[src/rtl/irq_vec_pkg.sv]
package irq_vec_pkg;

  // Kind of response launched by an acknowledge, registered for one cycle.
  typedef enum logic [1:0] {
    ACK_IDLE    = 2'd0,
    ACK_LOCAL   = 2'd1,
    ACK_CASCADE = 2'd2
  } ack_kind_e;

endpackage

[src/rtl/irq_prio_enc.sv]
// Finds the lowest set index of a vector (lowest index = highest priority).
module irq_prio_enc #(
  parameter int N_LINES = 8,
  localparam int IDX_W  = (N_LINES > 1) ? $clog2(N_LINES) : 1
) (
  input  logic [N_LINES-1:0] bits_i,
  output logic               found_o,
  output logic [IDX_W-1:0]   idx_o
);

  always_comb begin
    found_o = 1'b0;
    idx_o   = '0;
    for (int i = N_LINES - 1; i >= 0; i--) begin
      if (bits_i[i]) begin
        found_o = 1'b1;
        idx_o   = IDX_W'(i);
      end
    end
  end

endmodule

[src/rtl/irq_pend_bank.sv]
// Pending latches and mask register.
module irq_pend_bank #(
  parameter int N_LINES = 8
) (
  input  logic               clk,
  input  logic               rst_n,
  input  logic [N_LINES-1:0] req_i,
  input  logic [N_LINES-1:0] clr_oh_i,
  input  logic               mask_we_i,
  input  logic [N_LINES-1:0] mask_wdata_i,
  output logic [N_LINES-1:0] pend_o,
  output logic [N_LINES-1:0] mask_o
);

  logic [N_LINES-1:0] pend_q, pend_d;
  logic [N_LINES-1:0] mask_q, mask_d;
  logic               pend_en;

  // Next state: a clear from acknowledge wins over a request in the same cycle.
  always_comb begin
    pend_d  = (pend_q | req_i) & ~clr_oh_i;
    pend_en = (|req_i) | (|clr_oh_i);
    mask_d  = mask_wdata_i;
  end

  always_ff @(posedge clk or negedge rst_n) begin
    if (!rst_n) begin
      pend_q <= '0;
    end else if (pend_en) begin
      pend_q <= pend_d;
    end
  end

  always_ff @(posedge clk or negedge rst_n) begin
    if (!rst_n) begin
      mask_q <= '0;
    end else if (mask_we_i) begin
      mask_q <= mask_d;
    end
  end

  assign pend_o = pend_q;
  assign mask_o = mask_q;

endmodule

[src/rtl/irq_isr_track.sv]
// In-service register: set by acknowledge, highest bit retired by end-of-interrupt.
module irq_isr_track #(
  parameter int N_LINES = 8,
  localparam int IDX_W  = (N_LINES > 1) ? $clog2(N_LINES) : 1
) (
  input  logic               clk,
  input  logic               rst_n,
  input  logic [N_LINES-1:0] set_oh_i,
  input  logic               eoi_i,
  output logic [N_LINES-1:0] isr_o,
  output logic               top_found_o,
  output logic [IDX_W-1:0]   top_idx_o
);

  logic [N_LINES-1:0] isr_q, isr_d;
  logic [N_LINES-1:0] eoi_clr;
  logic               isr_en;

  irq_prio_enc #(.N_LINES(N_LINES)) u_top_enc (
    .bits_i  (isr_q),
    .found_o (top_found_o),
    .idx_o   (top_idx_o)
  );

  for (genvar g = 0; g < N_LINES; g++) begin : g_eoi_dec
    assign eoi_clr[g] = eoi_i && top_found_o && (top_idx_o == IDX_W'(g));
  end

  always_comb begin
    isr_d  = (isr_q & ~eoi_clr) | set_oh_i;
    isr_en = eoi_i | (|set_oh_i);
  end

  always_ff @(posedge clk or negedge rst_n) begin
    if (!rst_n) begin
      isr_q <= '0;
    end else if (isr_en) begin
      isr_q <= isr_d;
    end
  end

  assign isr_o = isr_q;

endmodule

[src/rtl/irq_vec_ctrl.sv]
module irq_vec_ctrl
  import irq_vec_pkg::*;
#(
  parameter int N_LINES  = 8,
  parameter int VEC_W    = 8,
  parameter int CAS_LINE = 2,
  localparam int IDX_W   = (N_LINES > 1) ? $clog2(N_LINES) : 1,
  localparam int BASE_W  = VEC_W - IDX_W
) (
  input  logic               clk,
  input  logic               rst_n,
  input  logic [N_LINES-1:0] irq_req,
  input  logic               mask_we,
  input  logic [N_LINES-1:0] mask_wdata,
  input  logic [BASE_W-1:0]  vec_base,
  input  logic               cascade_en,
  input  logic               inta,
  input  logic               eoi,
  output logic               intr,
  output logic               vec_valid,
  output logic [VEC_W-1:0]   vec_data,
  output logic               cas_ack
);

  logic [N_LINES-1:0] pend_q, mask_q, isr_q;
  logic [N_LINES-1:0] cand, take_oh;
  logic               cand_found, isr_found, ack_take;
  logic [IDX_W-1:0]   cand_idx, isr_idx;
  ack_kind_e          ack_d, ack_q;
  logic [VEC_W-1:0]   vec_d, vec_q;

  irq_pend_bank #(.N_LINES(N_LINES)) u_pend (
    .clk          (clk),
    .rst_n        (rst_n),
    .req_i        (irq_req),
    .clr_oh_i     (take_oh),
    .mask_we_i    (mask_we),
    .mask_wdata_i (mask_wdata),
    .pend_o       (pend_q),
    .mask_o       (mask_q)
  );

  assign cand = pend_q & ~mask_q;

  irq_prio_enc #(.N_LINES(N_LINES)) u_arb (
    .bits_i  (cand),
    .found_o (cand_found),
    .idx_o   (cand_idx)
  );

  irq_isr_track #(.N_LINES(N_LINES)) u_isr (
    .clk         (clk),
    .rst_n       (rst_n),
    .set_oh_i    (take_oh),
    .eoi_i       (eoi),
    .isr_o       (isr_q),
    .top_found_o (isr_found),
    .top_idx_o   (isr_idx)
  );

  // Raise the request only if the winner outranks everything in service.
  assign intr     = cand_found && (!isr_found || (cand_idx < isr_idx));
  assign ack_take = inta && intr;

  for (genvar g = 0; g < N_LINES; g++) begin : g_take_dec
    assign take_oh[g] = ack_take && (cand_idx == IDX_W'(g));
  end

  // Next state of the response stage.
  always_comb begin
    ack_d = ACK_IDLE;
    vec_d = vec_q;
    if (ack_take) begin
      if (cascade_en && (cand_idx == IDX_W'(CAS_LINE))) begin
        ack_d = ACK_CASCADE;
      end else begin
        ack_d = ACK_LOCAL;
        vec_d = {vec_base, cand_idx};
      end
    end
  end

  always_ff @(posedge clk or negedge rst_n) begin
    if (!rst_n) begin
      ack_q <= ACK_IDLE;
    end else begin
      ack_q <= ack_d;
    end
  end

  always_ff @(posedge clk or negedge rst_n) begin
    if (!rst_n) begin
      vec_q <= '0;
    end else if (ack_take) begin
      vec_q <= vec_d;
    end
  end

  assign vec_valid = (ack_q == ACK_LOCAL);
  assign cas_ack   = (ack_q == ACK_CASCADE);
  assign vec_data  = vec_q;

endmodule

[config.mk]
export PLATFORM = sky130hd
export DESIGN_NAME = irq_vec_ctrl
export DESIGN_NICKNAME = d
export VERILOG_FILES = /design/src/rtl/irq_vec_pkg.sv /design/src/rtl/irq_prio_enc.sv /design/src/rtl/irq_pend_bank.sv /design/src/rtl/irq_isr_track.sv /design/src/rtl/irq_vec_ctrl.sv
export SDC_FILE = /design/constraint.sdc
export NUM_CORES = 1
export LEC_CHECK = 0
export ABC_AREA = 1
export ABC_CLOCK_PERIOD_IN_PS = 2800
export CAP_MARGIN = 0
export CORE_MARGIN = 2
export CORE_UTILIZATION = 35
export DETAILED_ROUTE_END_ITERATION = 16
export DONT_BUFFER_PORTS = 1
export SLEW_MARGIN = 10
export SYNTH_ARGS = -nofsm -noshare
export SYNTH_HDL_FRONTEND = slang
export SYNTH_SLANG_ARGS = --single-unit
[constraint.sdc]
create_clock -name clk -period 2.8 [get_ports clk]
set_input_delay 0.56 -clock clk [delete_from_list [all_inputs] [get_ports clk]]
set_output_delay 0.56 -clock clk [all_outputs]
set_load 0.05 [all_outputs]
== Word-level counts from Yosys, hierarchy flattened ==
Index checks and enable logic that the tools add are counted.

* Register bits after elaboration: 34
* Input port bits: 27
* Output and inout bits: 11
* Word-level logic and storage cells: 94

* Order comparisons: 1
* Equality and inequality tests: 16
* Muxes and demuxes: 34
* Bitwise operators: 11
* Reduce and logical (&&, ||, !) cells: 27

{| class="wikitable"
|+ Operators by type and width
! cell !! count
|-
| two-way mux 3 bit || 16
|-
| AND 8 bit || 3
|-
| equality test 3 bit (second input constant) || 8
|-
| NOT 8 bit || 3
|-
| logical AND 1 bit || 20
|-
| two-way mux 1 bit || 16
|-
| bitwise OR 8 bit || 2
|-
| OR reduction 8 bit || 2
|-
| equality test 3 x 2 -> 1 bit (second input constant) || 4
|-
| equality test 3 x 1 -> 1 bit (second input constant) || 2
|-
| zero test 3 bit || 2
|-
| two-way mux 2 bit || 2
|-
| < comparator 3 bit || 1
|-
| equality test 2 x 1 -> 1 bit (second input constant) || 1
|-
| equality test 2 bit (second input constant) || 1
|-
| bitwise OR 1 bit || 2
|-
| AND reduction 2 bit || 1
|-
| zero test 1 bit || 1
|-
| logical OR 1 bit || 1
|-
| NOT 1 bit || 1
|}

== Depth between registers and ports, before layout ==
* Depth after elaboration: 17
* Gate-level depth with buffers: 16
* Mapped depth without buffers: 16

== Modules after synthesis ==
A second synthesis with hierarchy kept.

* Cell total of the unflattened synthesis: 245
* Area, all modules: 1785.5 um^2

{| class="wikitable"
|+ Modules (own cells, without submodules)
! module !! instances !! cells each !! area an instance (um^2) !! sequential area each (um^2)
|-
| irq_vec_ctrl || 1 || 92 || 648.1 || 250.2
|-
| irq_pend_bank || 1 || 58 || 565.5 || 400.4
|-
| irq_isr_track || 1 || 51 || 374.1 || 200.2
|-
| irq_prio_enc || 2 || 22 || 98.8 || 0.0
|}

== Worst setup path after synthesis ==
No wires, ideal clock.

* Path type: reg2out
* From: register u_isr.isr_q[3], in the netlist u_isr.isr_o[3]
* To: output port intr
* Arrival: 1.909 ns
* Required time: 2.240 ns
* Path slack: 0.331 ns
* Stages on the path, launching flop included: 9
* Path buffers: 0
* Cell sequence: dfrtp_1 nor4_1 inv_1 nor2_1 inv_1 ha_1 a21oi_1 nand2_2 a21oi_4

* Longest elaborated chain between the ends: 7
* Elaborated cells between the ends (all ways): 12
* Classes of those cells: 1 x order compare; 8 x mux; 3 x reduce/logical

{| class="wikitable"
|+ RTL lines
! what !! line !! source
|-
| from (decl) || irq_isr_track.sv:15 || <nowiki>logic [N_LINES-1:0] isr_q, isr_d;</nowiki>
|-
| from (signal assigned) || irq_isr_track.sv:38 || <nowiki>isr_q <= isr_d;</nowiki>
|-
| two-way mux 3 bit / two-way mux 1 bit (equally long branches) (4 in series) || irq_prio_enc.sv:15 || <nowiki>if (bits_i[i]) begin</nowiki>
|-
| < comparator 3 bit / zero test 1 bit (equally long branches) || irq_vec_ctrl.sv:62 || <nowiki>assign intr = cand_found && (!isr_found || (cand_idx < isr_idx));</nowiki>
|-
| logical OR 1 bit * || irq_vec_ctrl.sv:62 ||
|-
| logical AND 1 bit * || irq_vec_ctrl.sv:62 ||
|-
| to (decl) || irq_vec_ctrl.sv:19 || <nowiki>output logic intr,</nowiki>
|}

Every way passes the cells marked *; elsewhere a longest branch is shown, timed or not.

== Worst setup path in the final report ==
Ends and elaborated chain as after synthesis.

==> out/metrics.csv <==
stage;metric;value;unit
status;status;finished clean;
global_routing;grt_pass1_vias;1249;
floorplan;die_y;73.9;um
synthesis;synth_compound_area_frac;0.110;
global_routing;grt_pass1_wl;5.92;mm
floorplan;core;0.00472;sq mm
place;gp_congestion;0.872;
pwr;power.internal;0.00121;W
critical_path;critical_path_peak_fanout;4;
timing;skew;0.00605;ns
routing;via_count;1333;
routing;first_iter_violations;63;
routing;drc;0;
synthesis;netlist.area_leader.share;0.497;
synthesis;ys_top_cells_by_count;nand2_1, dfrtp_1, inv_1, o21ai_0, nor2_1;
clocking;insertion_delay;0.28;ns
critical_path;cp_top_family;simple AND/OR/NAND/NOR gates;
global_routing;antenna_found_initial;0;
synthesis;synth_edf_count;0;
critical_path;cp_data_arrival_time;2.15;ns
critical_path;crit_path_start_kind;register;
clocking;cts-root-buf;clkbuf_8;
pwr;pwr_density_cell;1190;mW/mm^2
pwr;combPwrFrac;0.467;
floorplan;die_area;0.00546;sq mm
timing;final-setup-viol-count;0;
synthesis;synthArstFlopShare;1.00;
synthesis;yosysMostFrequentCell;nand2_1;
timing;rsz0062_at_grt;yes;
synthesis;synth-simple-area-share;0.290;
synthesis;synth_xor_xnor_area_share;0;
critical_path;worstPathRequired;2.24;ns
routing;via_per_inst;4.58;
global_routing;grt_use_met3;0.0453;
critical_path;critPathCaptureType;primary output;
critical_path;cpPeakStageDelay;0.44;ns
global_routing;use_met2;0.207;
global_routing;met1_usage;0.202;
synthesis;synth-seq-cells;34;
critical_path;crit_type;reg -> out;
critical_path;crit_chain;nor4_4 -> inv_1 -> nor2_2 -> inv_2 -> ha_4 -> a21oi_2 -> nand2_2 -> a21oi_4;
synthesis;synthAdderAreaFrac;0.0146;
place;portBuffers;0;
pwr;power_frac_clock;0.138;
timing;tns;0;ns
floorplan;rows;25;
synthesis;muxShareOfSynthArea;0.00658;
clocking;clk_pin_slew;0.06;ns
timing;hold_viol;0;
routing;wl_per_cell;12.3;um
synthesis;yosys_warnings;0;
synthesis;synthFlopType;dfrtp_1;
synthesis;synth_area_leaders;dfrtp_1, nand2_1, inv_1, o21ai_0, nand4_1;
pwr;seq_power_share;0.395;
global_routing;grt_max_degree;35;
timing;slew_headroom;0.403;
critical_path;critPathSlowestCell;dfrtp_2;
routing;drt_wl_total;3.57;mm
timing;fmax;0.369;GHz
clocking;cts_buffers;5;
routing;dr.pass1.iters;4;
pwr;ir_drop;0.339;mV
finish;area_delta_synth_final;16.4;%
timing;slew_viol_final;0;
job;cap_violations;0;
floorplan;start_util;0.362;
global_routing;grt.busiest_layer;met2;
critical_path;path_buf_inv;2;
clocking;htreeDepth;2;
synthesis;netlist_instances;211;
synthesis;avgSynthCellArea;8.11;sq um
pwr;p_sw_frac;0.490;
finish;n_antenna_cell;0;
timing;period_share;0.967;
finish;nets;253;
clocking;cts_buffer_depth;2;
clocking;cts_sinks;34;
synthesis;yosysSeqAreaShare;0.497;
clocking;tritoncts;built;
timing;hold_ws;0.0999;ns
pwr;leakage;0.955;nW
synthesis;syn-cell-area;0.00171;sq mm
timing;worstMarginPinSlew;0.892;ns
timing;layout_min_cycle_time;2.71;ns
place;dpl.hpwl;2.67;mm
synthesis;synth_largest_area_cell;dfrtp_1;
min_path;hp-class;in -> async;
finish;drive_gt1_frac;0.165;
global_routing;grt.overflow.total;0;
synthesis;syn_nets;240;
pwr;power_switching;0.00116;W
synthesis;synth_cell_types;22;
floorplan;ios;38;
synthesis;synth_top_family_by_area;simple AND/OR/NAND/NOR gates;
floorplan;die_w;73.9;um
global_routing;grt_usage;0.143;
routing;ant_nets;0;
-- registers in the layout, summed over array words and instances, names as in the netlist --
register / count
u_isr.isr_o: 8
u_pend.mask_o: 8
u_pend.pend_o: 8
vec_data: 8
ack_q: 2
-- cell type report --
class                      count  area [sq um]
clock buffer                   7          76.3
fill                         494          2730
multi-input combinational    140           769
timing repair buffer           9          80.1
tap                           67          83.8
sequential                    34           853
inverter                      34           128
-- kinds of logic after synthesis --
kind of cell | count (synthesis)
adders and majority gates | 2
buffers and inverters | 37
AOI/OAI and AO/OA | 29
and+or+nand+nor | 108
DFF | 34
muxes | 1
-- power groups by stage --
stage | Clock [W] | Combinational (W) | Sequential, W
2_1_floorplan | 0 | 0.000770 | 0.000902
3_3_place_gp | 0 | 0.000926 | 0.000925
3_5_place_dp | 0 | 0.000943 | 0.000928
4_1_cts | 0.000339 | 0.00100 | 0.000933
5_1_grt | 0.000369 | 0.00124 | 0.000951
6_report | 0.000326 | 0.00111 | 0.000937
-- stage by stage --
| stage | util | worst slack [ns] | area (sq um) | cells | power [W] |
|---|---|---|---|---|---|
| 4_1_cts | 0.411 | 0.00544 | 1940 | 287 | 0.00228 |
| 6_report | 0.421 | 0.0914 | 1990 | 291 | 0.00237 |
| 2_1_floorplan | - | 0.331 | 1710 | 211 | 0.00167 |
| 3_3_place_gp | 0.382 | 0.294 | 1800 | 278 | 0.00185 |
| 3_5_place_dp | 0.382 | 0.250 | 1800 | 278 | 0.00187 |
| 5_1_grt | 0.421 | -0.0466 | 1990 | 291 | 0.00256 |
-- final timing paths --
| path | from | endpoint | slack (ns) | cells past startpoint |
|---|---|---|---|---|
| setup / recovery | u_isr.isr_o[3]$_DFFE_PN0P_ | intr | 0.09 | 8 |
| hold / removal | rst_n | vec_data[4]$_DFFE_PN0P_ | 0.1 | 1 |
| setup reg to reg | u_isr.isr_o[3]$_DFFE_PN0P_ | vec_data[5]$_DFFE_PN0P_ | 0.48 | 11 |
| hold reg to reg | u_pend.pend_o[2]$_DFFE_PN0P_ | u_pend.pend_o[2]$_DFFE_PN0P_ | 0.50 | 2 |
| max in group asynchronous | rst_n | u_isr.isr_o[3]$_DFFE_PN0P_ | 2.51 | 1 |
| min in group clk | eoi | u_isr.isr_o[0]$_DFFE_PN0P_ | 0.38 | 1 |
-- timing repair --
item                                   4_1_cts  5_1_grt
endpoints found under the hold margin       34        0
gates resized for setup                      6        7
setup endpoints to repair                    1        1
pin swaps                                    2        8
hold buffers                                 1        0
setup buffers                                1        4
gates cloned                                 0        0
-- cells in the final DEF, fill, tap and decap left out, types with 5 or more instances in the layout --
cell and instances:
buf_4 8, dfrtp_1 32, nand2_2 5, nand2_1 60
nor2_1 16, inv_1 32, clkbuf_8 5, nand4_1 15
o21ai_0 22
-- layer usage --
metal  wire, um  vias up
met1       1670      604
li1           -      701
met4         26        0
met5          0        -
met3        179        2
met2       1690       26
Note: power is estimated with default switching activity, not from simulation.
